[config.mk]
export PLATFORM = sky130hd
export DESIGN_NAME = chan_databuf
export DESIGN_NICKNAME = d
export VERILOG_FILES = /design/src/rtl/cdb_pkg.sv /design/src/rtl/cdb_rst_sync.sv /design/src/rtl/cdb_cfg.sv /design/src/rtl/cdb_store.sv /design/src/rtl/cdb_gate.sv /design/src/rtl/chan_databuf.sv
export SDC_FILE = /design/constraint.sdc
export NUM_CORES = 1
export LEC_CHECK = 0
export ABC_CLOCK_PERIOD_IN_PS = 3300
export BUFFER_PORTS_ARGS = -buffer_cell sky130_fd_sc_hd__clkbuf_2
export CORE_UTILIZATION = 35
export DETAILED_ROUTE_END_ITERATION = 8
export PLACE_DENSITY = 0.47
export SYNTH_ARGS = -nofsm -noshare
export SYNTH_HDL_FRONTEND = slang
export SYNTH_HIERARCHICAL = 1
export SYNTH_SLANG_ARGS = --single-unit
[constraint.sdc]
create_clock -name clk -period 3.3 [get_ports clk]
set_input_delay 0.33 -clock clk [delete_from_list [all_inputs] [get_ports clk]]
set_output_delay 0.33 -clock clk [all_outputs]
set_load 0.005 [all_outputs]
[src/rtl/cdb_pkg.sv]
package cdb_pkg;
  localparam int HW = 16;
  localparam int DW = 2 * HW;

  typedef enum logic {
    DIR_POST = 1'b0,
    DIR_PREF = 1'b1
  } dir_e;

  // bytes carried by one host transfer
  function automatic logic [2:0] xfer_bytes(input logic dword);
    return dword ? 3'd4 : 3'd2;
  endfunction

  // word slots carried by one host transfer
  function automatic logic [1:0] xfer_slots(input logic dword);
    return dword ? 2'd2 : 2'd1;
  endfunction
endpackage

[src/rtl/cdb_rst_sync.sv]
module cdb_rst_sync #(
  parameter int STAGES = 2
) (
  input  logic clk,
  input  logic rst_n,
  output logic rst_sync_n
);
  logic [STAGES-1:0] sh_q;

  always_ff @(posedge clk or negedge rst_n) begin
    if (!rst_n) sh_q <= '0;
    else        sh_q <= {sh_q[STAGES-2:0], 1'b1};
  end

  assign rst_sync_n = sh_q[STAGES-1];
endmodule

[src/rtl/cdb_cfg.sv]
module cdb_cfg
  import cdb_pkg::*;
#(
  parameter int DEPTH_BYTES = 64,
  parameter int HALF_BYTES  = 32,
  localparam int LW = $clog2(DEPTH_BYTES + 1)
) (
  input  logic          clk,
  input  logic          rst_n,
  input  logic          empty,
  input  logic          push_any,
  input  logic          cfg_prefetch,
  input  logic          cfg_half_depth,
  output dir_e          dir_q,
  output logic [LW-1:0] cap_q
);
  logic          cfg_en;
  dir_e          dir_d;
  logic [LW-1:0] cap_d;

  // new settings only land on an idle, empty buffer
  assign cfg_en = empty & ~push_any;

  always_comb begin
    dir_d = dir_q;
    cap_d = cap_q;
    if (cfg_en) begin
      dir_d = cfg_prefetch ? DIR_PREF : DIR_POST;
      cap_d = cfg_half_depth ? LW'(HALF_BYTES) : LW'(DEPTH_BYTES);
    end
  end

  always_ff @(posedge clk or negedge rst_n) begin
    if (!rst_n) begin
      dir_q <= DIR_POST;
      cap_q <= LW'(DEPTH_BYTES);
    end else begin
      dir_q <= dir_d;
      cap_q <= cap_d;
    end
  end

  assert_cfg_hold_R9: assert property (@(posedge clk) disable iff (!rst_n)
    !empty |=> ($stable(cap_q) && $stable(dir_q)));
endmodule

[src/rtl/cdb_store.sv]
module cdb_store
  import cdb_pkg::*;
#(
  parameter int DEPTH_BYTES = 64,
  localparam int SLOTS = DEPTH_BYTES / 2,
  localparam int PW    = $clog2(SLOTS),
  localparam int LW    = $clog2(DEPTH_BYTES + 1)
) (
  input  logic          clk,
  input  logic          rst_n,
  input  logic [1:0]    push_n,
  input  logic [HW-1:0] push_lo,
  input  logic [HW-1:0] push_hi,
  input  logic [1:0]    pop_n,
  output logic [HW-1:0] head0,
  output logic [HW-1:0] head1,
  output logic [LW-1:0] lvl
);
  logic [HW-1:0] mem [SLOTS];
  logic [PW-1:0] wp_q, wp_d, wp_p1;
  logic [PW-1:0] rp_q, rp_d, rp_p1;
  logic [LW-1:0] lvl_q, lvl_d;
  logic [LW-1:0] in_b, out_b;

  assign in_b  = LW'({push_n, 1'b0});
  assign out_b = LW'({pop_n, 1'b0});
  assign wp_p1 = wp_q + PW'(1);
  assign rp_p1 = rp_q + PW'(1);

  always_comb begin
    wp_d  = wp_q + PW'(push_n);
    rp_d  = rp_q + PW'(pop_n);
    lvl_d = lvl_q + in_b - out_b;
  end

  always_ff @(posedge clk or negedge rst_n) begin
    if (!rst_n) begin
      wp_q  <= '0;
      rp_q  <= '0;
      lvl_q <= '0;
    end else begin
      wp_q  <= wp_d;
      rp_q  <= rp_d;
      lvl_q <= lvl_d;
    end
  end

  // storage array, no reset
  always_ff @(posedge clk) begin
    if (push_n != 2'd0) mem[wp_q]  <= push_lo;
    if (push_n == 2'd2) mem[wp_p1] <= push_hi;
  end

  assign head0 = mem[rp_q];
  assign head1 = mem[rp_p1];
  assign lvl   = lvl_q;

  assert_no_underflow_R3: assert property (@(posedge clk) disable iff (!rst_n)
    out_b <= lvl_q);
  assert_no_overflow_R2: assert property (@(posedge clk) disable iff (!rst_n)
    (lvl_q + in_b) <= LW'(DEPTH_BYTES));
endmodule

[src/rtl/cdb_gate.sv]
module cdb_gate
  import cdb_pkg::*;
#(
  parameter int DEPTH_BYTES = 64,
  localparam int LW = $clog2(DEPTH_BYTES + 1)
) (
  input  logic          clk,
  input  logic          rst_n,
  input  dir_e          dir,
  input  logic [LW-1:0] cap,
  input  logic [LW-1:0] lvl,
  input  logic          h_req,
  input  logic          h_ctl,
  input  logic          h_wr,
  input  logic          h_dword,
  input  logic          d_wstb,
  input  logic          d_rstb,
  output logic          h_rdy,
  output logic          cc_stb,
  output logic          d_wrdy,
  output logic          d_rvld,
  output logic [1:0]    push_n,
  output logic [1:0]    pop_n,
  output logic          push_from_dev
);
  logic          pref;
  logic [LW-1:0] free_b;
  logic [LW-1:0] need_b;
  logic          dir_match;
  logic          data_ok;
  logic          ctl_ok;
  logic          dev_push;
  logic          dev_pop;

  assign pref      = (dir == DIR_PREF);
  assign free_b    = cap - lvl;
  assign need_b    = LW'(xfer_bytes(h_dword));
  assign dir_match = (h_wr != pref);

  always_comb begin
    data_ok = 1'b0;
    if (h_req && !h_ctl && dir_match)
      data_ok = h_wr ? (free_b >= need_b) : (lvl >= need_b);
  end

  // bypass access waits for drain (post) or fill (prefetch)
  assign ctl_ok = h_req & h_ctl & (pref ? (lvl == cap) : (lvl == '0));

  assign h_rdy  = data_ok | ctl_ok;
  assign cc_stb = ctl_ok;

  assign d_wrdy   = pref & (free_b >= LW'(2));
  assign d_rvld   = ~pref & (lvl >= LW'(2));
  assign dev_push = d_wstb & d_wrdy;
  assign dev_pop  = d_rstb & d_rvld;

  always_comb begin
    push_n = 2'd0;
    pop_n  = 2'd0;
    if (pref) begin
      push_n = {1'b0, dev_push};
      if (data_ok) pop_n = xfer_slots(h_dword);
    end else begin
      pop_n = {1'b0, dev_pop};
      if (data_ok) push_n = xfer_slots(h_dword);
    end
  end

  assign push_from_dev = pref;

  assert_dir_mismatch_R5: assert property (@(posedge clk) disable iff (!rst_n)
    (h_req && !h_ctl && (h_wr == pref)) |-> !h_rdy);
  assert_ctl_post_empty_R6: assert property (@(posedge clk) disable iff (!rst_n)
    (cc_stb && !pref) |-> (lvl == '0));
  assert_ctl_pref_full_R7: assert property (@(posedge clk) disable iff (!rst_n)
    (cc_stb && pref) |-> (lvl == cap));
  assert_level_cap_R2: assert property (@(posedge clk) disable iff (!rst_n)
    lvl <= cap);
  assert_ctl_no_move_R8: assert property (@(posedge clk) disable iff (!rst_n)
    cc_stb |-> (push_n == 2'd0 || pref) && (pop_n == 2'd0 || !pref));
endmodule

[src/rtl/chan_databuf.sv]
module chan_databuf
  import cdb_pkg::*;
#(
  parameter int DEPTH_BYTES = 64,
  parameter int HALF_BYTES  = 32,
  localparam int LW = $clog2(DEPTH_BYTES + 1)
) (
  input  logic          clk,
  input  logic          rst_n,
  input  logic          cfg_prefetch,
  input  logic          cfg_half_depth,
  input  logic          h_req,
  input  logic          h_ctl,
  input  logic          h_wr,
  input  logic          h_dword,
  input  logic [31:0]   h_wdata,
  output logic          h_rdy,
  output logic [31:0]   h_rdata,
  input  logic          d_wstb,
  input  logic [15:0]   d_wdata,
  output logic          d_wrdy,
  input  logic          d_rstb,
  output logic [15:0]   d_rdata,
  output logic          d_rvld,
  output logic          cc_stb,
  output logic          cc_wr,
  output logic [15:0]   cc_wdata,
  input  logic [15:0]   cc_rdata
);
  logic          rst_i_n;
  dir_e          dir_q;
  logic [LW-1:0] cap_q;
  logic [LW-1:0] lvl;
  logic [1:0]    push_n;
  logic [1:0]    pop_n;
  logic          push_from_dev;
  logic [HW-1:0] push_lo, push_hi;
  logic [HW-1:0] head0, head1;

  cdb_rst_sync #(.STAGES(2)) u_rst (
    .clk        (clk),
    .rst_n      (rst_n),
    .rst_sync_n (rst_i_n)
  );

  cdb_cfg #(.DEPTH_BYTES(DEPTH_BYTES), .HALF_BYTES(HALF_BYTES)) u_cfg (
    .clk            (clk),
    .rst_n          (rst_i_n),
    .empty          (lvl == '0),
    .push_any       (push_n != 2'd0),
    .cfg_prefetch   (cfg_prefetch),
    .cfg_half_depth (cfg_half_depth),
    .dir_q          (dir_q),
    .cap_q          (cap_q)
  );

  cdb_gate #(.DEPTH_BYTES(DEPTH_BYTES)) u_gate (
    .clk           (clk),
    .rst_n         (rst_i_n),
    .dir           (dir_q),
    .cap           (cap_q),
    .lvl           (lvl),
    .h_req         (h_req),
    .h_ctl         (h_ctl),
    .h_wr          (h_wr),
    .h_dword       (h_dword),
    .d_wstb        (d_wstb),
    .d_rstb        (d_rstb),
    .h_rdy         (h_rdy),
    .cc_stb        (cc_stb),
    .d_wrdy        (d_wrdy),
    .d_rvld        (d_rvld),
    .push_n        (push_n),
    .pop_n         (pop_n),
    .push_from_dev (push_from_dev)
  );

  assign push_lo = push_from_dev ? d_wdata : h_wdata[HW-1:0];
  assign push_hi = push_from_dev ? d_wdata : h_wdata[DW-1:HW];

  cdb_store #(.DEPTH_BYTES(DEPTH_BYTES)) u_store (
    .clk     (clk),
    .rst_n   (rst_i_n),
    .push_n  (push_n),
    .push_lo (push_lo),
    .push_hi (push_hi),
    .pop_n   (pop_n),
    .head0   (head0),
    .head1   (head1),
    .lvl     (lvl)
  );

  always_comb begin
    if (h_ctl) h_rdata = {16'h0000, cc_rdata};
    else       h_rdata = {(h_dword ? head1 : 16'h0000), head0};
  end

  assign d_rdata  = head0;
  assign cc_wr    = h_wr;
  assign cc_wdata = h_wdata[15:0];
endmodule

Yosys cells after proc, flatten, opt, wreduce, memory -nomap -nowiden
Memory sizes are Yosys's and may differ from the RTL's.
Index checks and enable logic that the tools add are counted.
- register bits: 27
- input bits: 74
- bits in latches: 0
- output and inout bits: 69
- memories kept: 1
- word-level logic and storage cells: 54
- bits in read-only memories: 0
- bits in writable memories: 512
- memories (memory ; depth ; bits a word ; read ports ; clocked after Yosys merged registers in ; wr ports ; RTL line ; RTL):
    u_store.mem ; 32 ; 16 ; 2 ; 0 ; 2 ; cdb_store.sv:19 ; logic [HW-1:0] mem [SLOTS];
- shift-type cells: 0
- muxes and demuxes: 18
- multiply operators: 0
- order comparisons: 4
- reduce and logical (&&, ||, !) cells: 5
- eq/ne operators: 3
- div/mod/pow operators: 0
- bitwise gates (word level): 10
- add/sub/neg operators: 7
- operators with widths (operator ; number):
    2-to-1 mux 16 bit ; 3
    2-to-1 mux 32 bit ; 1
    greater-or-equal comparator 7 x 2 -> 1 bit, second input constant ; 2
    greater-or-equal comparator 7 x 3 -> 1 bit ; 2
    adder 5 x 1 -> 5 bit, second input constant ; 2
    adder 5 x 2 -> 5 bit ; 2
    2-to-1 mux 1 bit ; 8
    2-to-1 mux 2 bit ; 4
    adder 7 x 3 -> 7 bit ; 1
    bitwise AND 1 bit ; 7
    equality test 7 bit ; 1
    zero test 7 bit ; 1
    2-to-1 mux 7 bit ; 1
    subtractor 7 x 3 -> 7 bit ; 1
    subtractor 7 bit ; 1
    2-to-1 mux 3 bit ; 1
    equality test 2 bit, second input constant ; 1
    logical AND 1 bit ; 2
    NOT 1 bit ; 2
    nonzero test 2 bit ; 1
    zero test 1 bit ; 1
    != test 1 bit ; 1
    bitwise OR 1 bit ; 1

Depth between registers and ports, before layout
Gate-level depths: netlist of run 1.
- word-level depth: 9
- gate-level depth with buffers: 19
- mapped depth without buffers: 18

By module
Netlist of run 1, hierarchy kept.
- by module, submodules not included (module ; area each (µm²) ; sequential area each (µm²) ; cells each ; instances):
    cdb_store ; 31246.2 ; 15775.1 ; 1951 ; 1
    chan_databuf ; 827.0 ; 0.0 ; 141 ; 1
    cdb_gate ; 506.7 ; 0.0 ; 73 ; 1
    cdb_cfg ; 175.2 ; 76.3 ; 14 ; 1
    cdb_rst_sync ; 53.8 ; 50.0 ; 3 ; 1

Least setup slack after synthesis of run 1
No wires, ideal clock.
- path kind: flip-flop to flip-flop
- from: register u_store.lvl_q[5] (netlist: u_store/lvl[5])
- to: memory u_store.mem[29][0] (enable)
- buffers on the path: 1
- data required time: 2.889 ns
- stages on the path, launching flop included: 15
- arrival: 3.942 ns
- path slack: -1.053 ns
- path through: dfrtp_1 inv_1 ha_1 or2b_2 nor2_1 or3_1 a211o_1 a2111oi_2 o2bb2ai_1 inv_1 nand2_1 nor3_2 nand4_2 buf_4 o21ai_0
- RTL lines (item ; RTL line ; RTL):
    start: declaration ; cdb_store.sv:22 ; logic [LW-1:0] lvl_q, lvl_d;
    start signal: assignment ; cdb_store.sv:44 ; lvl_q <= lvl_d;
    end: declaration ; cdb_store.sv:19 ;

==> results.sh, run 1 <==
export IMPL_ys_seq_elements=533
export IMPL_fin_area_um2=42500
export IMPL_cts_root_buf="clkbuf_16"
export IMPL_clock_path_buffers=3
export IMPL_vias=22400
export IMPL_tightest_slew_ps=1200
export IMPL_yosysSeqAreaShare_pct=48.5
export IMPL_cts_tree="built"
export IMPL_synth_xor_area_share_pct=0.477
export IMPL_place_inst=3556
export IMPL_start_util_pct=35.6
export IMPL_syn_avg_cell_area_um2=15.0
export IMPL_postRouteAntennaNets=0
export IMPL_drtPass1Iterations=5
export IMPL_grt_max_degree=65
export IMPL_setup_viol=1074
export IMPL_post_dp_hpwl_um=76400
export IMPL_place_gp_congestion=0.867
export IMPL_max_cap_violations=0
export IMPL_synth_ff_type="edfxtp_1"
export IMPL_hold_viol_final=0
export IMPL_timing_final_ws_setup_ps=-448
export IMPL_cts_sinks=533
export IMPL_grt_pass1_vias=22500
export IMPL_layout_common_cells="edfxtp_1, mux2_2, mux4_2"
export IMPL_h_tree_depth=3
export IMPL_synth_async_sr_flop_share_pct=3.94
export IMPL_cp_required_ps=3650
export IMPL_grt_pass1_wl_um=173000
export IMPL_cp_max_fo=8
export IMPL_grt_overflow=0
export IMPL_wl_per_cell_um=33.5
export IMPL_end_kind="register"
export IMPL_post_place_ws_ps=-609
export IMPL_chipHeight_um=308
export IMPL_drt_wl_total_um=127000
export IMPL_max_freq_mhz=267
export IMPL_grt_use_total_pct=26.0
export IMPL_drc=0
export IMPL_mostFrequentLayoutCell="edfxtp_1"
export IMPL_stdcell_count=3788
export IMPL_maxSlewViolCount=0
export IMPL_start_kind="register"
export IMPL_post_route_period_util_pct=114
export IMPL_drive_above_1_share_pct=62.9
export IMPL_synth_edf_count=512
export IMPL_core_area_um2=92200
export IMPL_powerDensity_nw_per_um2=968
export IMPL_max_slew_margin_pct=19.9
export IMPL_die_area_um2=95000
export IMPL_synth_fa_ha_area_share_pct=1.09
export IMPL_path_class="reg2reg"
export IMPL_rsz0062_at_grt="yes"
export IMPL_clkLatencyLatePin_ps=610
export IMPL_cp_startpoint="u_cfg/cap_q[5]"
export IMPL_status="finished, violations left"
export IMPL_yosys_mux_area_fraction_pct=37.3
export IMPL_p_leak_uw=0.0152
export IMPL_port_buffer_count=142
export IMPL_ios=143
export IMPL_fin_crit_ps=3750
export IMPL_synth_top_family_by_area="multiplexers"
export IMPL_syn_to_final_growth_pct=29.6
export IMPL_synthCells=2182
export IMPL_placed_area_um2=37500
export IMPL_die_w_um=308
export IMPL_drtIter0Drc=2112
export IMPL_synth_compound_area_share_pct=4.32
export IMPL_arrival_ps=4090
export IMPL_hold_path_class="in2async"
export IMPL_fin_skew_ps=15.9
export IMPL_via_per_inst=5.92
export IMPL_clk_pin_slew_ps=50
export IMPL_yosys_area_share_simple_pct=3.69
export IMPL_antenna_found_initial=2
export IMPL_synth_warnings=6
export IMPL_synth_area_um2=32800
export IMPL_vdd_drop_max_mv=0.669
export IMPL_numCtsBuffers=67
export IMPL_synth_cell_type_count=68
export IMPL_violations="setup timing"
export IMPL_fp_row_count=111
export IMPL_nNetsFinal=2594
export IMPL_rr_startpoint="u_cfg/cap_q[5]"
==> state kept, by name, summed over array words and instances (netlist names) <==
signal	cells
u_store/wp_q	5
u_cfg/cap_q	2
u_store/lvl	6
u_store/mem	512
u_rst/sh_q	2
u_cfg/dir_q	1
u_store/rp_q	5
==> worst paths after layout <==
path	slack (ps)	depth (start not counted)	end
min in group clk	350	0	u_rst/sh_q[1]
setup reg to reg	-450	16	u_store/mem[24][5]
max in group asynchronous	2020	0	u_store/rp_q[1]
hold reg to reg	350	0	u_rst/sh_q[1]
hold / removal	40	2	u_rst/sh_q[0]
setup / recovery	-450	16	u_store/mem[24][5]
==> where the power goes <==
part / internal [µW] / total (µW) / switching, µW
registers: 8570 / 8940 / 369
logic: 12100 / 25200 / 13000
clock network: 4070 / 7030 / 2970
total: 24800 / 41100 / 16400
==> cell families after synthesis <==
family                   after synthesis
adder cells (fa/ha/maj)               25
XOR/XNOR                              17
multiplexers                         837
buffers and inverters                329
AND/OR/NAND/NOR                      230
other                                  3
AO/OA/AOI/OAI                        208
flip-flops                           533
==> critical path, stage by stage, from the launching register on <==
cell and delay (ps):
dfrtp_1 410, ha_4 250, or2b_4 200, nor2_1 30
or3_1 330, a211o_1 330, o41a_1 390, o2bb2ai_4 170
buf_12 130, nor2_4 110, buf_6 110, and3_4 210
buf_8 130, nand2_4 50, buf_12 170, buf_16 150
mux2_4 300
==> cells in the mapped netlist (all sizes together), types with 27 or more instances <==
cell      n  area (µm²)
nor2     27         104
o21ai    63         315
mux2i    50         500
mux2    531        5990
mux4    256        5770
edfxtp  512       15400
a221oi   32         280
inv      65         244
o22ai    36         225
nand2   114         455
clkbuf  132         497
buf     130         754
==> routing by layer <==
metal	vias to the layer above	GRT usage [%]	routed length, µm	share of wire [%]
met5	-	0	0	0
met4	0	6.99	3360	2.7
li1	9351	-	-	-
met2	928	44.2	63100	50
met3	180	2.85	7650	6.0
met1	12000	35.1	52800	42
==> stage by stage <==
step,hold WS (ps),TNS (ps),total power (µW),util [%]
floorplan,34.4,-272020,22300,-
global placement,117,-342790,30400,40.6
detailed placement,121,-364700,30500,40.6
CTS,26.5,-287260,40800,45.5
global route,62.2,-427830,42700,46.1
finish,43.9,-315730,41100,46.1
==> timing repair <==
action | 4_1_cts | 5_1_grt
cloned | 28 | 13
pin swaps | 29 | 23
endpoints found under the hold margin | 5 | 0
gates resized for setup | 227 | 57
hold buffers | 3 | 0
buffers inserted | 61 | 23
setup endpoints to repair | 1078 | 1085
==> layout make-up <==
cell class | count | area [µm²]
fillers | 8166 | 49700
multi-input cells | 1325 | 16900
flip-flops and latches | 533 | 15900
repair buffers | 501 | 5860
clock buffers | 89 | 1840
well taps | 1243 | 1560
inverters | 67 | 254
clock inverters | 28 | 180
diodes | 2 | 5.00
No activity file was read; power rests on OpenSTA's default activity.
==> inputs of run 2 (changes only) <==
Settings changed: CORE_UTILIZATION 35 to 57, PLACE_DENSITY 0.47 to 0.72.
==> run 2 against run 1 <==
  * The run still ends with setup timing left
  * Power is 2.1% lower
  * Clock power is 7.8% lower
  * Combinational power down 2%
  * Cell area shrank 3.4%
  * Register-to-register slack improved by 50 ps
  * Sequential share of layout area up 1.3 points
  * Sequential cell count unchanged
  * Non-clock buffer count shrank 34
  * Die area down 38%
  * Via count is 2.6% higher
  * Largest cell class unchanged
  * Fmax increased by 1.4%
==> results.sh, run 2 (synthesized netlist as in run 1, its figures left out) <==
export IMPL_fp_row_count=87
export IMPL_tightest_slew_ps=1360
export IMPL_setup_viol=1066
export IMPL_ios=143
export IMPL_drtPass1Iterations=6
export IMPL_start_kind="register"
export IMPL_grt_use_total_pct=37.1
export IMPL_maxSlewViolCount=0
export IMPL_largest_register_ffs=512
export IMPL_drt_wl_total_um=109000
export IMPL_grt_overflow=0
export IMPL_cts_sinks=533
export IMPL_violations="setup timing"
export IMPL_wl_per_cell_um=33.5
export IMPL_path_class="reg2reg"
export IMPL_drc=0
export IMPL_postRouteAntennaNets=0
export IMPL_mostFrequentLayoutCell="edfxtp_1"
export IMPL_p_leak_uw=0.0148
export IMPL_worstRegToRegCells=19
export IMPL_start_util_pct=58.0
export IMPL_cp_max_fo=15
export IMPL_core_area_um2=56600
export IMPL_clkLatencyLatePin_ps=640
export IMPL_register_area_um2=15900
export IMPL_vdd_drop_max_mv=0.579
export IMPL_setup_tns_ps=-263310
export IMPL_grt_pass1_vias=23300
export IMPL_post_dp_hpwl_um=65700
export IMPL_whs_path_depth=4
export IMPL_layout_common_cells="edfxtp_1, mux2_2, mux4_2"
export IMPL_num_fill_cells=3472
export IMPL_powerDensity_nw_per_um2=981
export IMPL_cts_root_buf="clkbuf_16"
export IMPL_arrival_ps=4080
export IMPL_grt_pass1_wl_um=158000
export IMPL_cp_required_ps=3680
export IMPL_die_area_um2=58500
export IMPL_end_kind="register"
export IMPL_clock_path_buffers=3
export IMPL_post_place_ws_ps=-527
export IMPL_fin_skew_ps=30.3
export IMPL_port_buffer_count=142
export IMPL_hold_path_class="in2reg"
export IMPL_regMostFlops="u_store/mem"
export IMPL_status="finished, violations left"
export IMPL_place_inst=3046
export IMPL_vias=23000
export IMPL_numCtsBuffers=57
export IMPL_antennaDiodeCount=0
export IMPL_stdcell_count=3252
export IMPL_post_route_period_util_pct=112
export IMPL_hold_viol_final=0
export IMPL_rsz0062_at_grt="yes"
export IMPL_max_freq_mhz=271
export IMPL_fin_crit_ps=3700
export IMPL_reg_top3="u_store/mem x512, u_store/lvl x6"
export IMPL_die_w_um=242
export IMPL_cts_tree="built"
export IMPL_timing_final_ws_setup_ps=-396
export IMPL_max_cap_violations=0
export IMPL_antenna_found_initial=2
export IMPL_drive_above_1_share_pct=62.2
export IMPL_grt_max_degree=76
export IMPL_multi_input_area_um2=16700
export IMPL_place_gp_congestion=0.911
export IMPL_max_slew_margin_pct=9.55
export IMPL_clk_pin_slew_ps=60
export IMPL_nNetsFinal=2549
export IMPL_h_tree_depth=2
export IMPL_drtIter0Drc=2686
export IMPL_via_per_inst=7.07
export IMPL_chipHeight_um=242
export IMPL_syn_to_final_growth_pct=25.1
==> run 2: cell type report <==
class                           count  area share (%)
Clock buffer                       75            3.69
Timing Repair Buffer              467            13.1
Multi-Input combinational cell   1324            40.7
Sequential cell                   533            38.8
Tap cell                          756            2.30
Inverter                           67           0.619
Clock inverter                     30           0.786
==> run 2: worst paths after layout <==
check,slack (ps),startpoint,end
worst min-delay path,290,d_rstb,u_store/lvl[1]
min in group asynchronous,410,u_rst/sh_q[1],u_store/lvl[3]
worst max-delay path,-400,u_store/lvl[5],u_store/mem[29][10]
worst max register to register,-400,u_store/lvl[5],u_store/mem[29][10]
max in group asynchronous,2190,u_rst/sh_q[1],u_store/rp_q[4]
worst min register to register,360,u_rst/sh_q[0],u_rst/sh_q[1]
==> run 2: repair_timing <==
| action | 4_1_cts | 5_1_grt |
|---|---|---|
| resized for setup | 199 | 70 |
| endpoints found under the hold margin | 5 | 0 |
| pin swaps | 25 | 21 |
| hold buffers | 4 | 0 |
| setup endpoints to repair | 1078 | 1082 |
| cloned | 31 | 2 |
| setup buffers | 60 | 8 |
==> run 2: stage by stage <==
| step | util, % | area (µm²) | hold slack [ps] | total power, µW |
|---|---|---|---|---|
| global placement | 64.4 | 36500 | 115 | 28600 |
| CTS | 71.8 | 40600 | 256 | 39200 |
| global route | 72.5 | 41100 | 312 | 41600 |
| finish | 72.5 | 41100 | 288 | 40300 |
| detailed placement | 64.4 | 36500 | 117 | 29000 |
| floorplan | - | 33100 | 34.4 | 22300 |
==> run 2: layer usage <==
| layer | vias up | global-route usage (%) | routed length (µm) |
|---|---|---|---|
| met2 | 1655 | 60.1 | 52400 |
| met1 | 11700 | 47.9 | 38100 |
| met3 | 392 | 7.10 | 11500 |
| li1 | 9231 | - | - |
| met4 | 2 | 19.6 | 6820 |
| met5 | - | 0 | 13 |
==> run 2: report_power, final <==
part	switching, µW	internal [µW]
registers	503	8570
logic	12500	12200
clock network	2790	3690
==> run 2: critical path, stage by stage, from the launching register on <==
cell and delay [ps]:
dfrtp_1 390, inv_2 80, ha_4 200, or2b_2 160, nor2_1 30, or3_1 300, a211o_1 320, a2111oi_4 280
buf_4 190, o2bb2ai_4 90, inv_4 80, buf_6 100, nand2_4 70, nor3_4 150, buf_12 150, buf_8 110
buf_6 110, nand4_4 100, buf_12 230, mux2_2 290
